$ cat src/rtl/tls_pkg.sv
package tls_pkg;

    typedef enum logic [1:0] {
        PIPE_NONE = 2'd0,
        PIPE_SP   = 2'd1,
        PIPE_SFU  = 2'd2,
        PIPE_MEM  = 2'd3
    } pipe_e;

    typedef enum logic [1:0] {
        CL_SP   = 2'd0,
        CL_DUAL = 2'd1,
        CL_SFU  = 2'd2,
        CL_MEM  = 2'd3
    } iclass_e;

endpackage

$ cat src/rtl/tls_first_hit.sv
// Finds the first entry, in pool order, whose warp has its flag bit set.
module tls_first_hit #(
    parameter int DEPTH = 4,
    parameter int NW    = 8,
    parameter int IDW   = 3,
    parameter int CW    = 4,
    parameter int PW    = (DEPTH > 1) ? $clog2(DEPTH) : 1
) (
    input  logic [DEPTH-1:0][IDW-1:0] list,
    input  logic [CW-1:0]             cnt,
    input  logic                      skip_en,
    input  logic [PW-1:0]             skip_pos,
    input  logic [NW-1:0]             flag,
    output logic                      hit,
    output logic [PW-1:0]             pos
);

    always_comb begin
        hit = 1'b0;
        pos = '0;
        for (int k = DEPTH - 1; k >= 0; k--) begin
            if ((CW'(k) < cnt) && !(skip_en && (PW'(k) == skip_pos)) &&
                flag[list[k]]) begin
                hit = 1'b1;
                pos = PW'(k);
            end
        end
    end

endmodule

$ cat src/rtl/tls_warp_eval.sv
// Per-warp readiness, flush candidacy and pipe selection.
module tls_warp_eval
    import tls_pkg::*;
#(
    parameter int NW  = 8,
    parameter int PCW = 16
) (
    input  logic [NW-1:0]           w_wait,
    input  logic [NW-1:0]           w_hazard,
    input  logic [NW-1:0]           ib_empty,
    input  logic [NW-1:0]           ib_valid,
    input  logic [NW-1:0][1:0]      ins_class,
    input  logic [NW-1:0][PCW-1:0]  ins_pc,
    input  logic [NW-1:0][PCW-1:0]  stk_pc,
    input  logic                    sp_free,
    input  logic                    sfu_free,
    input  logic                    mem_free,
    output logic [NW-1:0]           can_iss,
    output logic [NW-1:0]           want_flush,
    output logic [NW-1:0][1:0]      pipe_sel
);

    for (genvar g = 0; g < NW; g++) begin : g_warp
        logic  live;
        logic  pc_ok;
        pipe_e psel;

        assign live  = !w_wait[g] && !ib_empty[g] && ib_valid[g];
        assign pc_ok = (ins_pc[g] == stk_pc[g]);

        always_comb begin
            unique case (iclass_e'(ins_class[g]))
                CL_MEM:  psel = mem_free ? PIPE_MEM : PIPE_NONE;
                CL_SP:   psel = sp_free  ? PIPE_SP  : PIPE_NONE;
                CL_SFU:  psel = sfu_free ? PIPE_SFU : PIPE_NONE;
                CL_DUAL: psel = sp_free  ? PIPE_SP  :
                                (sfu_free ? PIPE_SFU : PIPE_NONE);
                default: psel = PIPE_NONE;
            endcase
        end

        assign pipe_sel[g]   = psel;
        assign want_flush[g] = live && !pc_ok;
        assign can_iss[g]    = live && pc_ok && !w_hazard[g] && (psel != PIPE_NONE);
    end

endmodule

$ cat src/rtl/tls_two_level_sched.sv
module tls_two_level_sched
    import tls_pkg::*;
#(
    parameter int NW  = 8,
    parameter int CAP = 4,
    parameter int PCW = 16
) (
    input  logic                                clk,
    input  logic                                rst_n,
    input  logic                                add_valid,
    input  logic [((NW > 1) ? $clog2(NW) : 1)-1:0] add_wid,
    input  logic [NW-1:0]                       w_wait,
    input  logic [NW-1:0]                       w_longdep,
    input  logic [NW-1:0]                       w_hazard,
    input  logic [NW-1:0]                       ib_empty,
    input  logic [NW-1:0]                       ib_valid,
    input  logic [NW-1:0][1:0]                  ins_class,
    input  logic [NW-1:0][PCW-1:0]              ins_pc,
    input  logic [NW-1:0][PCW-1:0]              stk_pc,
    input  logic                                sp_free,
    input  logic                                sfu_free,
    input  logic                                mem_free,
    output logic                                iss_valid,
    output logic [((NW > 1) ? $clog2(NW) : 1)-1:0] iss_wid,
    output logic [1:0]                          iss_pipe,
    output logic [NW-1:0]                       flush_req
);

    localparam int IDW = (NW > 1)  ? $clog2(NW)  : 1;
    localparam int CW  = $clog2(NW + 1);
    localparam int APW = (CAP > 1) ? $clog2(CAP) : 1;
    localparam int PPW = (NW > 1)  ? $clog2(NW)  : 1;

    // pool state
    logic [CAP-1:0][IDW-1:0] act_q, act_nx;
    logic [CW-1:0]           act_n, act_n_nx;
    logic [NW-1:0][IDW-1:0]  pend_q, pend_nx;
    logic [CW-1:0]           pend_n, pend_n_nx;

    // per-warp evaluation
    logic [NW-1:0]      can_iss, want_flush;
    logic [NW-1:0][1:0] pipe_sel;

    tls_warp_eval #(.NW(NW), .PCW(PCW)) u_eval (
        .w_wait(w_wait), .w_hazard(w_hazard), .ib_empty(ib_empty),
        .ib_valid(ib_valid), .ins_class(ins_class), .ins_pc(ins_pc),
        .stk_pc(stk_pc), .sp_free(sp_free), .sfu_free(sfu_free),
        .mem_free(mem_free), .can_iss(can_iss), .want_flush(want_flush),
        .pipe_sel(pipe_sel)
    );

    // step 1: demotion pick
    logic           dem_hit;
    logic [APW-1:0] dem_pos;
    tls_first_hit #(.DEPTH(CAP), .NW(NW), .IDW(IDW), .CW(CW), .PW(APW)) u_dem (
        .list(act_q), .cnt(act_n), .skip_en(1'b0), .skip_pos('0),
        .flag(w_wait | w_longdep), .hit(dem_hit), .pos(dem_pos)
    );

    // step 2: promotion pick
    logic           prm_hit;
    logic [PPW-1:0] prm_pos;
    logic           prm_go;
    tls_first_hit #(.DEPTH(NW), .NW(NW), .IDW(IDW), .CW(CW), .PW(PPW)) u_prm (
        .list(pend_q), .cnt(pend_n), .skip_en(1'b0), .skip_pos('0),
        .flag(~w_wait), .hit(prm_hit), .pos(prm_pos)
    );
    assign prm_go = prm_hit && ((act_n - CW'(dem_hit)) < CW'(CAP));

    // step 3: issue pick over the active pool, demoted slot excluded
    logic           iss_hit;
    logic [APW-1:0] iss_pos;
    tls_first_hit #(.DEPTH(CAP), .NW(NW), .IDW(IDW), .CW(CW), .PW(APW)) u_iss (
        .list(act_q), .cnt(act_n), .skip_en(dem_hit), .skip_pos(dem_pos),
        .flag(can_iss), .hit(iss_hit), .pos(iss_pos)
    );

    assign iss_valid = iss_hit;
    assign iss_wid   = act_q[iss_pos];
    assign iss_pipe  = iss_hit ? pipe_sel[iss_wid] : PIPE_NONE;

    // flush requests for live mismatched warps scanned before the grant
    always_comb begin
        flush_req = '0;
        for (int k = 0; k < CAP; k++) begin
            if ((CW'(k) < act_n) && !(dem_hit && (APW'(k) == dem_pos)) &&
                (!iss_hit || (APW'(k) < iss_pos)) && want_flush[act_q[k]]) begin
                flush_req[act_q[k]] = 1'b1;
            end
        end
    end

    // next active pool: survivors, then promoted, then granted
    always_comb begin
        int j;
        j      = 0;
        act_nx = '0;
        for (int k = 0; k < CAP; k++) begin
            if ((CW'(k) < act_n) && !(dem_hit && (APW'(k) == dem_pos)) &&
                !(iss_hit && (APW'(k) == iss_pos))) begin
                if (j < CAP) act_nx[APW'(j)] = act_q[k];
                j++;
            end
        end
        if (prm_go) begin
            if (j < CAP) act_nx[APW'(j)] = pend_q[prm_pos];
            j++;
        end
        if (iss_hit) begin
            if (j < CAP) act_nx[APW'(j)] = iss_wid;
            j++;
        end
        act_n_nx = CW'(j);
    end

    // next pending pool: survivors, then demoted, then newly added
    always_comb begin
        int j;
        j       = 0;
        pend_nx = '0;
        for (int k = 0; k < NW; k++) begin
            if ((CW'(k) < pend_n) && !(prm_go && (PPW'(k) == prm_pos))) begin
                if (j < NW) pend_nx[PPW'(j)] = pend_q[k];
                j++;
            end
        end
        if (dem_hit) begin
            if (j < NW) pend_nx[PPW'(j)] = act_q[dem_pos];
            j++;
        end
        if (add_valid) begin
            if (j < NW) pend_nx[PPW'(j)] = add_wid;
            j++;
        end
        pend_n_nx = CW'(j);
    end

    always_ff @(posedge clk) begin
        if (!rst_n) begin
            act_q  <= '0;
            act_n  <= '0;
            pend_q <= '0;
            pend_n <= '0;
        end else begin
            act_q  <= act_nx;
            act_n  <= act_n_nx;
            pend_q <= pend_nx;
            pend_n <= pend_n_nx;
        end
    end

    // ---------------- assertions ----------------
    logic [IDW-1:0] tail_wid;
    assign tail_wid = act_q[APW'(act_n - CW'(1))];

    a_r10_cap_held: assert property (@(posedge clk) disable iff (!rst_n)
        act_n <= CW'(CAP));

    a_r1_no_grant_when_empty: assert property (@(posedge clk) disable iff (!rst_n)
        (act_n == '0) |-> (!iss_valid && (flush_req == '0)));

    a_r5_granted_to_tail: assert property (@(posedge clk) disable iff (!rst_n)
        iss_valid |=> (act_n != '0) && (tail_wid == $past(iss_wid)));

    a_r2_warp_count_kept: assert property (@(posedge clk) disable iff (!rst_n)
        1'b1 |=> ({1'b0, act_n} + {1'b0, pend_n}) ==
                 ($past({1'b0, act_n} + {1'b0, pend_n}) + (CW+1)'($past(add_valid))));

    a_r6_mem_pipe_only: assert property (@(posedge clk) disable iff (!rst_n)
        (iss_valid && (ins_class[iss_wid] == CL_MEM)) |-> (mem_free && (iss_pipe == PIPE_MEM)));

    a_r7_sp_pipe_free: assert property (@(posedge clk) disable iff (!rst_n)
        (iss_valid && (iss_pipe == PIPE_SP)) |-> sp_free);

    a_r7_sfu_pipe_free: assert property (@(posedge clk) disable iff (!rst_n)
        (iss_valid && (iss_pipe == PIPE_SFU)) |-> sfu_free);

    a_r8_no_flush_on_grant: assert property (@(posedge clk) disable iff (!rst_n)
        iss_valid |-> !flush_req[iss_wid]);

    a_r9_no_grant_on_hazard: assert property (@(posedge clk) disable iff (!rst_n)
        iss_valid |-> (!w_hazard[iss_wid] && !w_wait[iss_wid] && !w_longdep[iss_wid] ||
                       !w_hazard[iss_wid] && !w_wait[iss_wid]));

    a_r11_no_grant_empty_buf: assert property (@(posedge clk) disable iff (!rst_n)
        iss_valid |-> (!ib_empty[iss_wid] && ib_valid[iss_wid]));

endmodule

$ cat config.mk
export PLATFORM = sky130hd
export DESIGN_NAME = tls_two_level_sched
export DESIGN_NICKNAME = d
export VERILOG_FILES = /design/src/rtl/tls_pkg.sv /design/src/rtl/tls_first_hit.sv /design/src/rtl/tls_warp_eval.sv /design/src/rtl/tls_two_level_sched.sv
export SDC_FILE = /design/constraint.sdc
export NUM_CORES = 1
export LEC_CHECK = 0
export BUFFER_PORTS_ARGS = -buffer_cell sky130_fd_sc_hd__buf_2
export CAP_MARGIN = 20
export CORE_AREA = 5 5 130 225
export CTS_CLUSTER_DIAMETER = 60
export DETAILED_ROUTE_END_ITERATION = 8
export DIE_AREA = 0 0 135 230
export GPL_TIMING_DRIVEN = 0
export RECOVER_POWER = 50
export SLEW_MARGIN = 10
export SYNTH_ARGS = -nofsm -noshare
export SYNTH_HDL_FRONTEND = slang
export SYNTH_HIERARCHICAL = 1
export SYNTH_SLANG_ARGS = --single-unit
$ cat constraint.sdc
create_clock -name clk -period 20.2 [get_ports clk]
set_clock_uncertainty 0.1 [all_clocks]
set_input_delay 5.05 -clock clk [delete_from_list [all_inputs] [get_ports clk]]
set_output_delay 5.05 -clock clk [all_outputs]
set_load 0.1 [all_outputs]
==> reports/summary.md <==
The count of port buffers added during placement is 329, and the register-to-register path setup slack is 9210 ps. In this run the number of H-tree levels came out at 2. The detail route stage leaves a number of antenna-violating nets equal to 0. Maximum root-to-sink buffer count: 2.

The slowest stage cell on the critical path is sky130_fd_sc_hd__clkbuf_1. Post-CTS repair changed the size of 0 cells. Yosys printed 6 warnings.

The logs give 80 for the row count and 62.6 MHz for the maximum operating frequency. The signal on the critical path passes through buf_2 > xnor2_1 > nand4_1 > nor4_1 > nor4b_1 > mux4_1 > mux2i_1 > a311oi_1 > a21oi_1 > nor2_1 > clkbuf_1 > inv_1 > a221oi_1 > and3_1 > a31o_2 > a22oi_1 > o21ai_0 > clkbuf_1. Detailed placement finished with a half-perimeter wire length of 34300 um. The multi-input gate area in the final layout is 8300 um^2.

Counting the fill cells in the layout gives 2832. At the worst endpoint, the arrival time is 10820 ps. After Yosys synthesis, XOR and XNOR cells account for 15.8% of the synthesized area. The time the worst path needs with I/O delays and setup is 15970 ps, and the total I/O pin count is 335. The worst setup path is captured at an output pin. The placeable core area was 27100 um^2.

TritonCTS built the clock tree. In this run the worst path has a maximum fanout of 7. The min-delay analysis places its worst path in the category register to register. The number of hold buffers added after CTS was 0.

In this run the horizontal extent of the chip is 135 um. For this run, asynchronously set or reset flops after synthesis account for 0%. The post-detailed-route wirelength per cell was 20.7 um. Yosys mapped a number of flops with a built-in enable equal to 0.

The cell count after synthesis is 1154. For the final routed database, the setup TNS stands at 0 ps. The number of different library cells used by synthesis comes to 98.

The clock net in this run drives a total of 44 sinks. The worst path uses 79.0% of the clock period. The initial antenna violation count is 1. The main flop type after synthesis was sky130_fd_sc_hd__dfxtp_1. At the end of the flow, the number of nets in the layout was 1876. By area the synthesized netlist is led by sky130_fd_sc_hd__xnor2_1 (13%), sky130_fd_sc_hd__dfxtp_1 (9.4%), sky130_fd_sc_hd__mux2i_1 (7.7%), sky130_fd_sc_hd__mux4_2 (6.7%), sky130_fd_sc_hd__nand2_1 (4.5%). The hold violation count in the final report came out at 0. The maximum vdd drop came out at 41.6 uV.

The total overflow left after global routing is 0. The mapped netlist covers 9380 um^2. The count of final max-slew check failures was 0. The number of global-route vias before repair is 10900. Using the TritonRoute via totals, the vias-per-cell ratio works out to 5.54. The delay of the slowest cell on the worst path is 920 ps.

After synthesis, the largest family of logic cells by area is simple AND/OR/NAND/NOR gates. For this design the ratio of total power to cell area is 76.1 nW/um^2. The overall global routing resource usage was 24.7%; the minimum setup slack after placement was 4480 ps. The run gives 0.944 as the final RePlAce weighted congestion.

A synthesized cell averages 8.13 um^2. The critical path is of the primary input to output pin type. The mux share of post-synthesis cell area came out at 21.7%. Measured against its own limit, the worst slew margin works out to 10.6%.

After synthesis, the largest area contributor takes up 13.4% of total cell area. Number of DRC markers after the initial detailed-route iteration: 563. The first detailed-routing pass took 7 iterations.

The post-CTS setup-driven buffer insertion count is 0. Summed over all instances, the cell type with the most area after synthesis is sky130_fd_sc_hd__xnor2_1. 0 antenna diodes ended up in the layout. For the pin with the worst max-slew slack, the measured transition is 1350 ps. From bottom edge to top edge, the die measures 230 um. Synthesis inferred 44 register bits. The combined flip-flop and latch cell area is 881 um^2, and the area added between synthesis and finish is 25.7%. For the worst-skew pair, the clock arrives at the later sink with an insertion delay of 300 ps. The most numerous cell type found on the critical path is sky130_fd_sc_hd__clkbuf_1. In this run the clock root is driven by a sky130_fd_sc_hd__clkbuf_16.

The run gives 0.00478 uW as the static leakage power. STA puts the critical path data required time at 15050 ps. The worst path meets setup with 4230 ps of slack. Summing the areas of all and, or, nand and nor instances in the mapped netlist gives 27.5% of the synthesized area. The synthesized netlist devotes 18.7% of its cell area to compound gates. After clock tree synthesis, the clock-pin slew on the worst setup and hold paths is 60 ps. Setup violations remaining at the end of the flow were counted as 0. Across the run, the number of max-cap violations was 0. The global-route wire length before repair came out at 59700 um.

The commonest cells after synthesis are sky130_fd_sc_hd__xnor2_1 (143), sky130_fd_sc_hd__nand2_1 (112), sky130_fd_sc_hd__nor2_1 (76). The die covers 31100 um^2. Entering global routing, the biggest net connects 16 pins. The flow ran to the end, and the final reports show no timing, DRC or antenna violations. Setup repair after global routing left no endpoint under its margin. After detailed routing, the total wire length is 39400 um. The share of synthesized cell area in full adder, half adder and majority cells was 3.42%; the fraction of layout cells with a size suffix above 1 was 29.8%.

Sequential elements use 9.39% of the synthesized area. For the post-route DRC violation count, the log shows 0. The worst setup path is launched from a primary input.

The most common cell in the synthesized netlist is sky130_fd_sc_hd__xnor2_1. The detailed-route via count is 10500. For the effective utilization at floorplan, the log shows 34.6%. The number of clock buffers inserted by TritonCTS is 5.
==> final cells by class <==
type                            count  area share, %
Clock inverter                      2          0.329
Tap cell                          369           3.92
Timing Repair Buffer              330           13.9
Clock buffer                        6           1.18
Inverter                           44           1.40
Multi-Input combinational cell   1067           70.4
Buffer                             38           1.33
Sequential cell                    44           7.47
==> state kept, by name, summed over array words and instances, names as in the netlist <==
name,cells
act_n,4
act_q,12
pend_n,4
pend_q,24
==> worst max-delay path, delay by kind of cell <==
kind,cells,cell delay [ps]
AND/OR/NAND/NOR,5,2010
AO/OA/AOI/OAI,6,1510
buffers and inverters,4,1460
multiplexers,2,460
XOR/XNOR,1,300
==> logic make-up after synthesis <==
family	Yosys count
other	1
adder cells (fa/ha/maj)	25
multiplexers	144
AO/OA/AOI/OAI	236
XOR/XNOR	163
buffers and inverters	82
AND/OR/NAND/NOR	459
flip-flops	44
==> stage by stage <==
| stage | util (%) | instances | hold WS, ps | power [uW] | cell area, um^2 |
|---|---|---|---|---|---|
| floorplan | - | 1193 | 576 | 600 | 9520 |
| global placement | 42.9 | 1891 | 762 | 781 | 11600 |
| detailed placement | 42.9 | 1891 | 781 | 793 | 11600 |
| CTS | 43.5 | 1899 | 786 | 894 | 11800 |
| global route | 43.5 | 1900 | 846 | 971 | 11800 |
| finish | 43.5 | 1900 | 798 | 896 | 11800 |
==> where the power goes <==
part           internal (uW)  switching, uW
Combinational            257            410
Clock                   62.0           36.2
Sequential               100           30.7
Total                    419            477
==> worst paths after layout <==
| path | cells past startpoint | from | endpoint |
|---|---|---|---|
| max | 18 | stk_pc[62] | flush_req[5] |
| min | 4 | pend_q[21] | pend_q[9] |
| max reg2reg | 37 | act_q[6] | pend_q[7] |
| min reg2reg | 4 | pend_q[21] | pend_q[9] |
==> cell usage in the layout, fill, tap and decap left out, types with 6 or more instances in the layout <==
master	n
sky130_fd_sc_hd__nor4b_2	6
sky130_fd_sc_hd__mux2i_1	72
sky130_fd_sc_hd__nand2_1	112
sky130_fd_sc_hd__mux4_2	28
sky130_fd_sc_hd__nand2b_1	7
sky130_fd_sc_hd__nor3b_1	13
sky130_fd_sc_hd__xnor2_1	143
sky130_fd_sc_hd__xor2_1	15
sky130_fd_sc_hd__o22ai_1	6
sky130_fd_sc_hd__nor3_1	20
sky130_fd_sc_hd__or3_1	9
sky130_fd_sc_hd__o2111ai_1	6
sky130_fd_sc_hd__buf_2	326
sky130_fd_sc_hd__or2_2	11
sky130_fd_sc_hd__o21ai_0	57
sky130_fd_sc_hd__o211a_1	6
sky130_fd_sc_hd__nor4_2	9
sky130_fd_sc_hd__a21o_1	9
sky130_fd_sc_hd__nand3_1	40
sky130_fd_sc_hd__conb_1	40
sky130_fd_sc_hd__a31oi_1	20
sky130_fd_sc_hd__nand4_1	41
sky130_fd_sc_hd__mux2_2	28
sky130_fd_sc_hd__inv_1	41
sky130_fd_sc_hd__nand3b_1	11
sky130_fd_sc_hd__mux4_1	12
sky130_fd_sc_hd__a22oi_1	16
sky130_fd_sc_hd__o211ai_1	21
sky130_fd_sc_hd__and2_1	15
sky130_fd_sc_hd__ha_1	24
sky130_fd_sc_hd__and3_1	10
sky130_fd_sc_hd__nor2b_1	26
sky130_fd_sc_hd__nor4_1	15
sky130_fd_sc_hd__dfxtp_1	44
sky130_fd_sc_hd__a21oi_1	25
sky130_fd_sc_hd__clkbuf_1	36
sky130_fd_sc_hd__nor2_1	76
==> routing by layer <==
metal	track usage, %	routed length, um	up-vias
li1	-	-	5098
met3	3.50	1950	116
met1	23.9	13400	4873
met2	48.3	21500	443
met5	0	8	-
met4	14.0	2500	2
Note: power is estimated with default switching activity, not from simulation.
